==> src/rtl/busrec_pkg.sv <==
package busrec_pkg;

  typedef enum logic [1:0] {
    ST_IDLE,
    ST_WAIT,
    ST_STEP,
    ST_GAP
  } seq_state_e;

  // control-register bits decoded by the byte controller
  localparam logic [7:0] CR_ENABLE = 8'h80;
  localparam logic [7:0] CR_MASTER = 8'h20;
  localparam logic [7:0] CR_XMIT   = 8'h10;

  // status-register bits
  localparam logic [7:0] SR_COMPLETE = 8'h80;
  localparam logic [7:0] SR_BUSY     = 8'h20;
  localparam logic [7:0] SR_NACK     = 8'h01;
  localparam logic [7:0] SR_STUCK    = SR_COMPLETE | SR_BUSY | SR_NACK;

  localparam int unsigned SCRIPT_LEN = 5;

  // control word played at each script step
  function automatic logic [7:0] script_word(input logic [2:0] idx);
    case (idx)
      3'd0:    script_word = 8'h00;
      3'd1:    script_word = CR_ENABLE;
      3'd2:    script_word = CR_MASTER | CR_XMIT;
      3'd3:    script_word = CR_MASTER | CR_XMIT | CR_ENABLE;
      default: script_word = CR_ENABLE;
    endcase
  endfunction

  function automatic logic is_stuck(input logic [7:0] status);
    return status == SR_STUCK;
  endfunction

endpackage

==> src/rtl/busrec_tick_div.sv <==
module busrec_tick_div #(
  parameter int unsigned DIV = 100
) (
  input  logic clk,
  input  logic rst_n,
  input  logic restart,
  output logic tick_o
);
  localparam int unsigned W = (DIV > 2) ? $clog2(DIV) : 1;

  logic [W-1:0] cnt;

  assign tick_o = (cnt == W'(DIV - 1));

  always_ff @(posedge clk or negedge rst_n) begin
    if (!rst_n)                 cnt <= '0;
    else if (restart || tick_o) cnt <= '0;
    else                        cnt <= cnt + 1'b1;
  end
endmodule

==> src/rtl/busrec_timer.sv <==
module busrec_timer #(
  parameter int unsigned TW = 8
) (
  input  logic          clk,
  input  logic          rst_n,
  input  logic          load,
  input  logic [TW-1:0] load_val,
  input  logic          tick,
  output logic          expired_o
);
  logic [TW-1:0] cnt;

  assign expired_o = (cnt == '0);

  always_ff @(posedge clk or negedge rst_n) begin
    if (!rst_n)                    cnt <= '0;
    else if (load)                 cnt <= load_val;
    else if (tick && !expired_o)   cnt <= cnt - 1'b1;
  end
endmodule

==> src/rtl/busrec_seq.sv <==
module busrec_seq
  import busrec_pkg::*;
#(
  parameter int unsigned CLK_HZ     = 100_000_000,
  parameter int unsigned TICK_HZ    = 1_000_000,
  parameter int unsigned GAP_TICKS  = 30,
  parameter int unsigned BUSY_TICKS = 1_000_000
) (
  input  logic       clk,
  input  logic       rst_n,
  input  logic       start_i,
  input  logic       abort_i,
  input  logic       bus_busy_i,
  input  logic [7:0] status_i,
  output logic       active_o,
  output logic       ctrl_we_o,
  output logic [7:0] ctrl_o,
  output logic       ready_o,
  output logic       timeout_o,
  output logic       intr_o,
  output logic       done_o
);
  localparam int unsigned DIV      = CLK_HZ / TICK_HZ;
  localparam int unsigned MAX_T    = (BUSY_TICKS > GAP_TICKS) ? BUSY_TICKS : GAP_TICKS;
  localparam int unsigned TW       = $clog2(MAX_T + 1);
  localparam logic [2:0]  LAST_IDX = 3'(SCRIPT_LEN - 1);

  seq_state_e    state;
  logic [2:0]    idx;
  logic          tick;
  logic          tmr_expired;
  logic          tmr_load;
  logic [TW-1:0] tmr_val;

  // named internal events
  logic accept_w, abort_hit_w, bus_free_w, wait_expired_w, gap_done_w;

  assign accept_w       = (state == ST_IDLE) && start_i;
  assign abort_hit_w    = (state == ST_WAIT) && abort_i;
  assign bus_free_w     = (state == ST_WAIT) && !abort_i && !bus_busy_i;
  assign wait_expired_w = (state == ST_WAIT) && !abort_i && bus_busy_i && tmr_expired;
  assign gap_done_w     = (state == ST_GAP) && tmr_expired;

  assign tmr_load = accept_w || (state == ST_STEP);
  assign tmr_val  = (state == ST_IDLE) ? TW'(BUSY_TICKS) : TW'(GAP_TICKS);
  assign active_o = (state != ST_IDLE);

  busrec_tick_div #(.DIV(DIV)) div_i (
    .clk     (clk),
    .rst_n   (rst_n),
    .restart (tmr_load),
    .tick_o  (tick)
  );

  busrec_timer #(.TW(TW)) tmr_i (
    .clk       (clk),
    .rst_n     (rst_n),
    .load      (tmr_load),
    .load_val  (tmr_val),
    .tick      (tick),
    .expired_o (tmr_expired)
  );

  always_ff @(posedge clk or negedge rst_n) begin
    if (!rst_n) begin
      state     <= ST_IDLE;
      idx       <= '0;
      ctrl_we_o <= 1'b0;
      ctrl_o    <= '0;
      ready_o   <= 1'b0;
      timeout_o <= 1'b0;
      intr_o    <= 1'b0;
      done_o    <= 1'b0;
    end else begin
      ctrl_we_o <= 1'b0;
      ready_o   <= 1'b0;
      timeout_o <= 1'b0;
      intr_o    <= 1'b0;
      done_o    <= 1'b0;
      case (state)
        ST_IDLE: if (accept_w) state <= ST_WAIT;
        ST_WAIT: begin
          if (abort_hit_w) begin
            ctrl_we_o <= 1'b1;
            ctrl_o    <= 8'h00;
            intr_o    <= 1'b1;
            state     <= ST_IDLE;
          end else if (bus_free_w) begin
            ready_o <= 1'b1;
            state   <= ST_IDLE;
          end else if (wait_expired_w) begin
            timeout_o <= 1'b1;
            if (is_stuck(status_i)) begin
              idx   <= '0;
              state <= ST_STEP;
            end else begin
              state <= ST_IDLE;
            end
          end
        end
        ST_STEP: begin
          ctrl_we_o <= 1'b1;
          ctrl_o    <= script_word(idx);
          state     <= ST_GAP;
        end
        default: begin
          if (gap_done_w) begin
            if (idx == LAST_IDX) begin
              done_o <= 1'b1;
              state  <= ST_IDLE;
            end else begin
              idx   <= idx + 1'b1;
              state <= ST_STEP;
            end
          end
        end
      endcase
    end
  end
endmodule

==> config.mk <==
export PLATFORM = sky130hd
export DESIGN_NAME = busrec_seq
export DESIGN_NICKNAME = d
export VERILOG_FILES = /design/src/rtl/busrec_pkg.sv /design/src/rtl/busrec_tick_div.sv /design/src/rtl/busrec_timer.sv /design/src/rtl/busrec_seq.sv
export SDC_FILE = /design/constraint.sdc
export NUM_CORES = 1
export LEC_CHECK = 0
export ABC_AREA = 1
export BUFFER_PORTS_ARGS = -buffer_cell sky130_fd_sc_hd__clkbuf_2
export CORE_MARGIN = 1
export CORE_UTILIZATION = 25
export DETAILED_ROUTE_END_ITERATION = 12
export PLACE_DENSITY_LB_ADDON = 0.15
export SETUP_SLACK_MARGIN = 0.5
export SLEW_MARGIN = 40
export SYNTH_ARGS = -nofsm -noshare
export SYNTH_HDL_FRONTEND = slang
export SYNTH_SLANG_ARGS = --single-unit
==> constraint.sdc <==
create_clock -name clk -period 1.62 [get_ports clk]
set_input_delay 0.324 -clock clk [delete_from_list [all_inputs] [get_ports clk]]
set_output_delay 0.324 -clock clk [all_outputs]
set_load 0.05 [all_outputs]
==> impl_metrics.csv, run 1 <==
group,metric,value,unit
clock_tree,h-tree-depth,2,
critical_path,critPathKind,"register to register",
floorplan,core,0.00982,mm^2
floorplan,ios,27,
layout,area_delta_synth_final,56.4,%
timing,setup-violations-final,1,
drt,firstDrtPassIters,4,
logic_synthesis,avgSynthCellArea,7.28,um^2
timing,whs,-7.42,ps
power,power.total,6.56,mW
logic_synthesis,synth_cell_type_count,34,
global_route,grt_pass1_wl,12.2,mm
logic_synthesis,ys_warn_count,0,
drt,drc,0,
global_route,grt_use_total,15.4,%
logic_synthesis,ys_ff_latch,39,
timing,finalCritPeriodShare,101,%
clock_tree,cts_sinks,39,
logic_synthesis,synthArstFlopShare,100,%
drt,postRouteAntennaNets,0,
logic_synthesis,ys_top_cells_by_area,"dfrtp_1 38%, nand2_1 12%, inv_1 7.4%",
clock_tree,insertion_delay,290,ps
logic_synthesis,synth_edf_count,0,
floorplan,dieArea,0.0106,mm^2
drt,viasPerCell,4.28,
global_route,grt_pass1_vias,2467,
run,drv_cap,0,
timing,final_max_slew_viol_count,0,
critical_path,cp_cell_sequence,"nor2_2 -> nand2_2 -> buf_4 -> nor2_4 -> nand3_4 -> nand2_4 -> nand2_8 -> buf_6 -> o21ai_0 -> nand2_1 -> o21ai_1",
critical_path,cp-end-kind,"register",
logic_synthesis,synthSimpleGateAreaFrac,34.2,%
run_status,violations,"hold timing, setup timing",
logic_synthesis,synth_most_common_cell,"nand2_1",
logic_synthesis,synth_compound_area_share,9.57,%
layout,antenna_cells,0,
logic_synthesis,yosysTopAreaCell,"dfrtp_1",
critical_path,path_max_fanout,5,
logic_synthesis,synth_area,0.00255,mm^2
placed_design,place_inst,549,
timing,grt_setup_unrepaired,"yes",
logic_synthesis,yosysSeqAreaShare,38.3,%
hold_path,hold_path_class,"primary input to asynchronous set/reset pin",
placed_design,place_ws,-60.8,ps
power,pwr_density_cell,1650,mW/mm^2
timing,fin_ws,-15.7,ps
floorplan,die_height,103,um
power,p_leak,1.94,nW
critical_path,slowest_delay,410,ps
critical_path,slowest_stage,"dfrtp_1",
layout,stdcell_count,583,
logic_synthesis,synth_xor_area_share,0.687,%
floorplan,die_x,103,um
layout,nNetsFinal,474,
placed_design,place_congestion,0.895,
placed_design,hpwl,5.59,mm
logic_synthesis,dominantRegCellSynth,"dfrtp_1",
clock_tree,cts_hold_buf,0,
global_route,grt_overflow,0,
layout,drive_gt1_share,46.7,%
floorplan,initial_utilization,26.0,%
critical_path,cp.required,1850,ps
logic_synthesis,synth_fa_ha_area_share,5.89,%
global_route,antenna_found_initial,0,
run_status,status,"complete, but fails checks",
timing,finalCriticalPeriod,1640,ps
clock_tree,clkTransAtPathRegs,80,ps
critical_path,start_kind,"register",
clock_tree,cts_tree,"done",
critical_path,crit_arrival,1860,ps
logic_synthesis,synth_top_family_by_area,"simple AND/OR/NAND/NOR gates",
clock_tree,cts_buffer_depth,2,
drt,wl,7.48,mm
power,ir_drop,0.000654,V
clock_tree,numCtsBuffers,5,
drt,drt_iter0_drc,75,
drt,vias,2496,
placed_design,io_buffers,21,
logic_synthesis,synth.top_cells.by_count,"79 x nand2_1, 50 x inv_1, 48 x nor2_1, 39 x dfrtp_1, 22 x nand3_1",
logic_synthesis,synth_top_area_share,38.3,%
logic_synthesis,syn_inst,350,
logic_synthesis,synthMuxAreaShare,0,%
clock_tree,cts-root-buf,"clkbuf_8",
timing,hold_violations,9,
global_route,grt_max_degree,40,
timing,fin_worst_skew,6.53,ps
timing,fmax,611,MHz
floorplan,std_cell_rows,36,
drt,routedWlPerCell,12.8,um
-- critical path, delay by kind of cell (launching register included) --
kind | cells | cell delay [ps]
AND/OR/NAND/NOR | 7 | 740
flip-flops | 1 | 410
buffers and inverters | 2 | 290
AO/OA/AOI/OAI | 2 | 130
-- cells by family (layout without fill, tap and decap cells) --
family,Yosys count,in the layout
other cells,1,5
xor+xnor,2,2
fa+ha+maj,12,12
compound gates,36,36
simple gates,194,194
buf+inv,66,162
flops,39,39
-- state kept, by name, indices dropped and copies added, names as in the netlist --
register and flops:
idx 3, div_i.cnt 7, ctrl_we_o 1, ready_o 1
done_o 1, state 2, ctrl_o 2, intr_o 1
tmr_i.cnt 20, timeout_o 1
-- worst paths after layout --
path                            slack (ps)  depth (start not counted)           from       endpoint
worst min-delay path                    -7                          2          rst_n  tmr_i.cnt[10]
max in group asynchronous             1410                          2          rst_n      ctrl_o[5]
worst min register to register         460                          1   div_i.cnt[0]   div_i.cnt[0]
min in group clk                       210                          2     bus_busy_i        ready_o
worst max-delay path                   -20                         11  tmr_i.cnt[11]   tmr_i.cnt[2]
worst max register to register         -20                         11  tmr_i.cnt[11]   tmr_i.cnt[2]
-- per-stage QoR --
| stage | TNS, ps | area, um^2 | hold slack, ps | util, % |
|---|---|---|---|---|
| 6_report | -15.7 | 3990 | -7.42 | 40.6 |
| 5_1_grt | -1870 | 3990 | 0.868 | 40.6 |
| 4_1_cts | 0 | 3790 | 1.20 | 38.6 |
| 3_5_place_dp | -260 | 3240 | 329 | 33.0 |
| 3_3_place_gp | -73.1 | 3240 | 322 | 33.0 |
| 2_1_floorplan | 0 | 2660 | 28.4 | - |
-- layout by cell type (no fill, tap or decap), types with 2 or more instances in the layout --
master,synthesis,final
o21ai_0,7,3
nand3_1,22,16
buf_4,6,61
buf_12,0,4
nand3_2,1,6
nand2_1,79,69
nand2_8,0,2
buf_8,0,10
inv_4,0,3
conb_1,1,5
xor2_1,2,2
nor2_2,7,17
nand2_2,4,10
ha_4,0,5
nor3_1,9,2
nor3_4,0,4
ha_2,0,2
inv_1,50,39
clkbuf_8,0,5
nand2_4,0,2
clkbuf_2,0,12
nor3_2,1,4
ha_1,12,5
clkinv_2,0,3
nor3b_2,0,2
buf_6,2,11
a21oi_1,11,5
dfrtp_1,39,38
o22ai_2,2,2
nor2_1,48,34
o21ai_1,3,3
o21ai_2,6,10
or2_4,0,2
o211ai_2,2,2
inv_2,6,12
o22ai_1,2,2
nand4_1,15,15
nor2_4,1,5
and3_1,2,2
a21oi_2,1,6
-- layer usage --
layer	up-vias	wire length, um	GRT usage (%)
li1	1305	-	-
met1	1149	3540	19.5
met2	36	3700	26.4
met3	6	160	2.71
met4	0	86	5.09
met5	-	0	0
-- power breakdown --
group	total, mW	switching, mW	internal, mW
logic	4.50	2.49	2.01
clock network	0.657	0.362	0.295
registers	1.40	0.186	1.21
-- area by class of cell --
| cell class | count | area, um^2 |
|---|---|---|
| fill | 1041 | 5830 |
| sequential | 39 | 977 |
| clock buffer | 5 | 68.8 |
| inverter | 56 | 229 |
| multi-input combinational | 249 | 1660 |
| tap | 133 | 166 |
| timing repair buffer | 98 | 872 |
| clock inverter | 3 | 15.0 |
-- what timing repair did --
item	4_1_cts	5_1_grt
setup endpoints to repair	46	46
resized for setup	75	45
setup buffers	19	7
pin swaps	18	17
Note: power is estimated with default switching activity, not from simulation.
==> run 2: changes to the inputs <==
--- a/config.mk
+++ b/config.mk
@@ -10,7 +10,6 @@
 export CORE_MARGIN = 1
 export CORE_UTILIZATION = 25
 export DETAILED_ROUTE_END_ITERATION = 12
-export PLACE_DENSITY_LB_ADDON = 0.15
 export SETUP_SLACK_MARGIN = 0.5
 export SLEW_MARGIN = 40
 export SYNTH_ARGS = -nofsm -noshare
==> constraint.sdc (replaced) <==
create_clock -name clk -period 1.62 [get_ports clk]
set_input_delay 0.405 -clock clk [delete_from_list [all_inputs] [get_ports clk]]
set_output_delay 0.405 -clock clk [all_outputs]
set_load 0.05 [all_outputs]
==> run 2 against run 1 <==
  * Core utilization is 1.5 points higher
  * Clock-buffer cell count is 1 higher
  * Design area is 3.7% higher
  * Worst hold slack better by 3.0 ps
  * Critical endpoint is now active_o
  * Cell count is 1.4% lower
  * First-iteration DRC count is 76% higher
  * Total power is 8.9% higher
  * Sequential share of layout area is 0.78 points lower
  * Non-clock buffer count is 8 lower
  * Wire length is 0.47% lower
  * The run still ends with hold timing, setup timing left
  * Sequential cell count stayed put
==> impl_metrics.csv, run 2 (same netlist as run 1, synthesis figures left out) <==
group,metric,value,unit
timing,grt_setup_unrepaired,"yes",
drt,routedWlPerCell,13.0,um
clock_tree,h-tree-depth,2,
clock_tree,clkTransAtPathRegs,80,ps
clock_tree,numCtsBuffers,5,
placed_design,place_ws,-104,ps
power,ir_drop,0.000571,V
layout,nNetsFinal,466,
critical_path,crit_buf_inv,4,
drt,met1_length,3.36,mm
placed_design,hpwl,5.02,mm
drt,drt_iter0_drc,132,
critical_path,cp-end-kind,"primary output",
drt,vias,2589,
timing,finalCriticalPeriod,1680,ps
critical_path,start_kind,"register",
layout,largest_register_ffs,20,
clock_tree,cts_tree,"done",
critical_path,path_max_fanout,2,
drt,wl_met3,196,um
global_route,antenna_found_initial,0,
critical_path,slowest_delay,410,ps
floorplan,dieArea,0.0106,mm^2
drt,postRouteAntennaNets,0,
global_route,grt_overflow,0,
timing,hold_violations,5,
timing,whs,-4.45,ps
floorplan,core,0.00982,mm^2
power,p_leak,1.98,nW
layout,area_delta_synth_final,62.1,%
floorplan,initial_utilization,26.0,%
timing,fin_worst_skew,10.2,ps
drt,wl,7.45,mm
clock_tree,cts_buffer_depth,2,
drt,drc,0,
critical_path,cp_cell_sequence,"inv_2 -> ha_4 -> buf_6 -> clkinvlp_4 -> clkbuf_16",
critical_path,slowest_stage,"dfrtp_1",
global_route,grt_pass1_wl,12.2,mm
floorplan,ios,27,
run_status,violations,"hold timing, setup timing",
layout,drive_gt1_share,47.1,%
timing,setup-violations-final,11,
clock_tree,cts-root-buf,"clkbuf_8",
global_route,grt_max_degree,29,
layout,multi_input_area,0.00178,mm^2
clock_tree,cts_sinks,39,
hold_path,hold_path_class,"primary input to asynchronous set/reset pin",
critical_path,cp.required,1210,ps
layout,top_register,"tmr_i.cnt",
floorplan,std_cell_rows,36,
power,pwr_density_cell,1730,mW/mm^2
layout,fillers,957,
drt,top_layer,"met4",
run_status,status,"complete, but fails checks",
placed_design,io_buffers,21,
layout,antenna_cells,0,
placed_design,place_inst,534,
floorplan,die_x,103,um
floorplan,die_height,103,um
critical_path,critPathKind,"register to primary output",
global_route,grt_use_total,14.9,%
timing,finalCritPeriodShare,104,%
timing,final_max_slew_viol_count,0,
layout,stdcell_count,575,
timing,fin_ws,-62.3,ps
drt,viasPerCell,4.50,
drt,wl_met2,3.74,mm
clock_tree,insertion_delay,300,ps
run,drv_cap,0,
critical_path,crit_arrival,1280,ps
layout,regArea,981,um^2
timing,fmax,594,MHz
global_route,grt_pass1_vias,2662,
layout,final_common_cell,"nand2_1",
layout,top_regs,"tmr_i.cnt (20), div_i.cnt (7), idx (3)",
layout,layout_common_cells,"69 x nand2_1, 52 x buf_4, 39 x inv_1",
critical_path,crit_family,"buffers and inverters",
placed_design,place_congestion,0.886,
drt,firstDrtPassIters,4,
run 2: changes by cell type in the layout (fill, tap and decap cells not counted), moves of 4 or more:
cell     previous run  this run
buf_4              61        52
buf_8              10         6
nand2_2            10         5
nand2_4             2         7
nor2_2             17         8
nor2_4              5        14
run 2: what timing repair did:
item / 4_1_cts / 5_1_grt
resized for setup: 102 / 42
hold buffers: 0 / 0
setup endpoints to repair: 46 / 47
pin swaps: 26 / 19
gates cloned: 1 / 0
setup buffers: 25 / 7
run 2: report_power, final:
part           internal, mW  switching (mW)
Sequential             1.22           0.223
Combinational          2.20            2.64
Clock                 0.499           0.372
Total                  3.91            3.23
run 2: worst paths after layout:
kind                              startpoint            to  slack [ps]  depth (start not counted)
worst max-delay path                state[1]      active_o         -60                          5
worst min-delay path                   rst_n  tmr_i.cnt[2]          -4                          1
worst max register to register      state[1]  tmr_i.cnt[9]         -30                         12
worst min register to register  div_i.cnt[0]  div_i.cnt[0]         550                          2
max in group asynchronous              rst_n  tmr_i.cnt[6]        1150                          2
min in group clk                  bus_busy_i       ready_o         290                          2
run 2: through the flow:
stage	cell area, um^2	TNS [ps]	total power, mW	util [%]
3_3_place_gp	3150	-33.0	4.52	32.1
3_5_place_dp	3150	-669	4.56	32.1
4_1_cts	3930	-57.3	6.70	40.1
6_report	4130	-289	7.14	42.1
2_1_floorplan	2660	0	3.55	-
5_1_grt	4130	-1800	7.63	42.1
run 2: layer usage:
layer / up-vias / GRT usage, %
met5: - / 0
met4: 0 / 5.85
met3: 11 / 2.58
met2: 44 / 25.6
met1: 1235 / 18.6
li1: 1299 / -
run 2: layout make-up:
type,count,area share (%)
Clock buffer,6,2.00
Clock inverter,2,0.848
Inverter,56,5.60
Multi-Input combinational cell,249,43.0
Sequential cell,39,23.7
Tap cell,133,4.03
Timing Repair Buffer,90,20.8
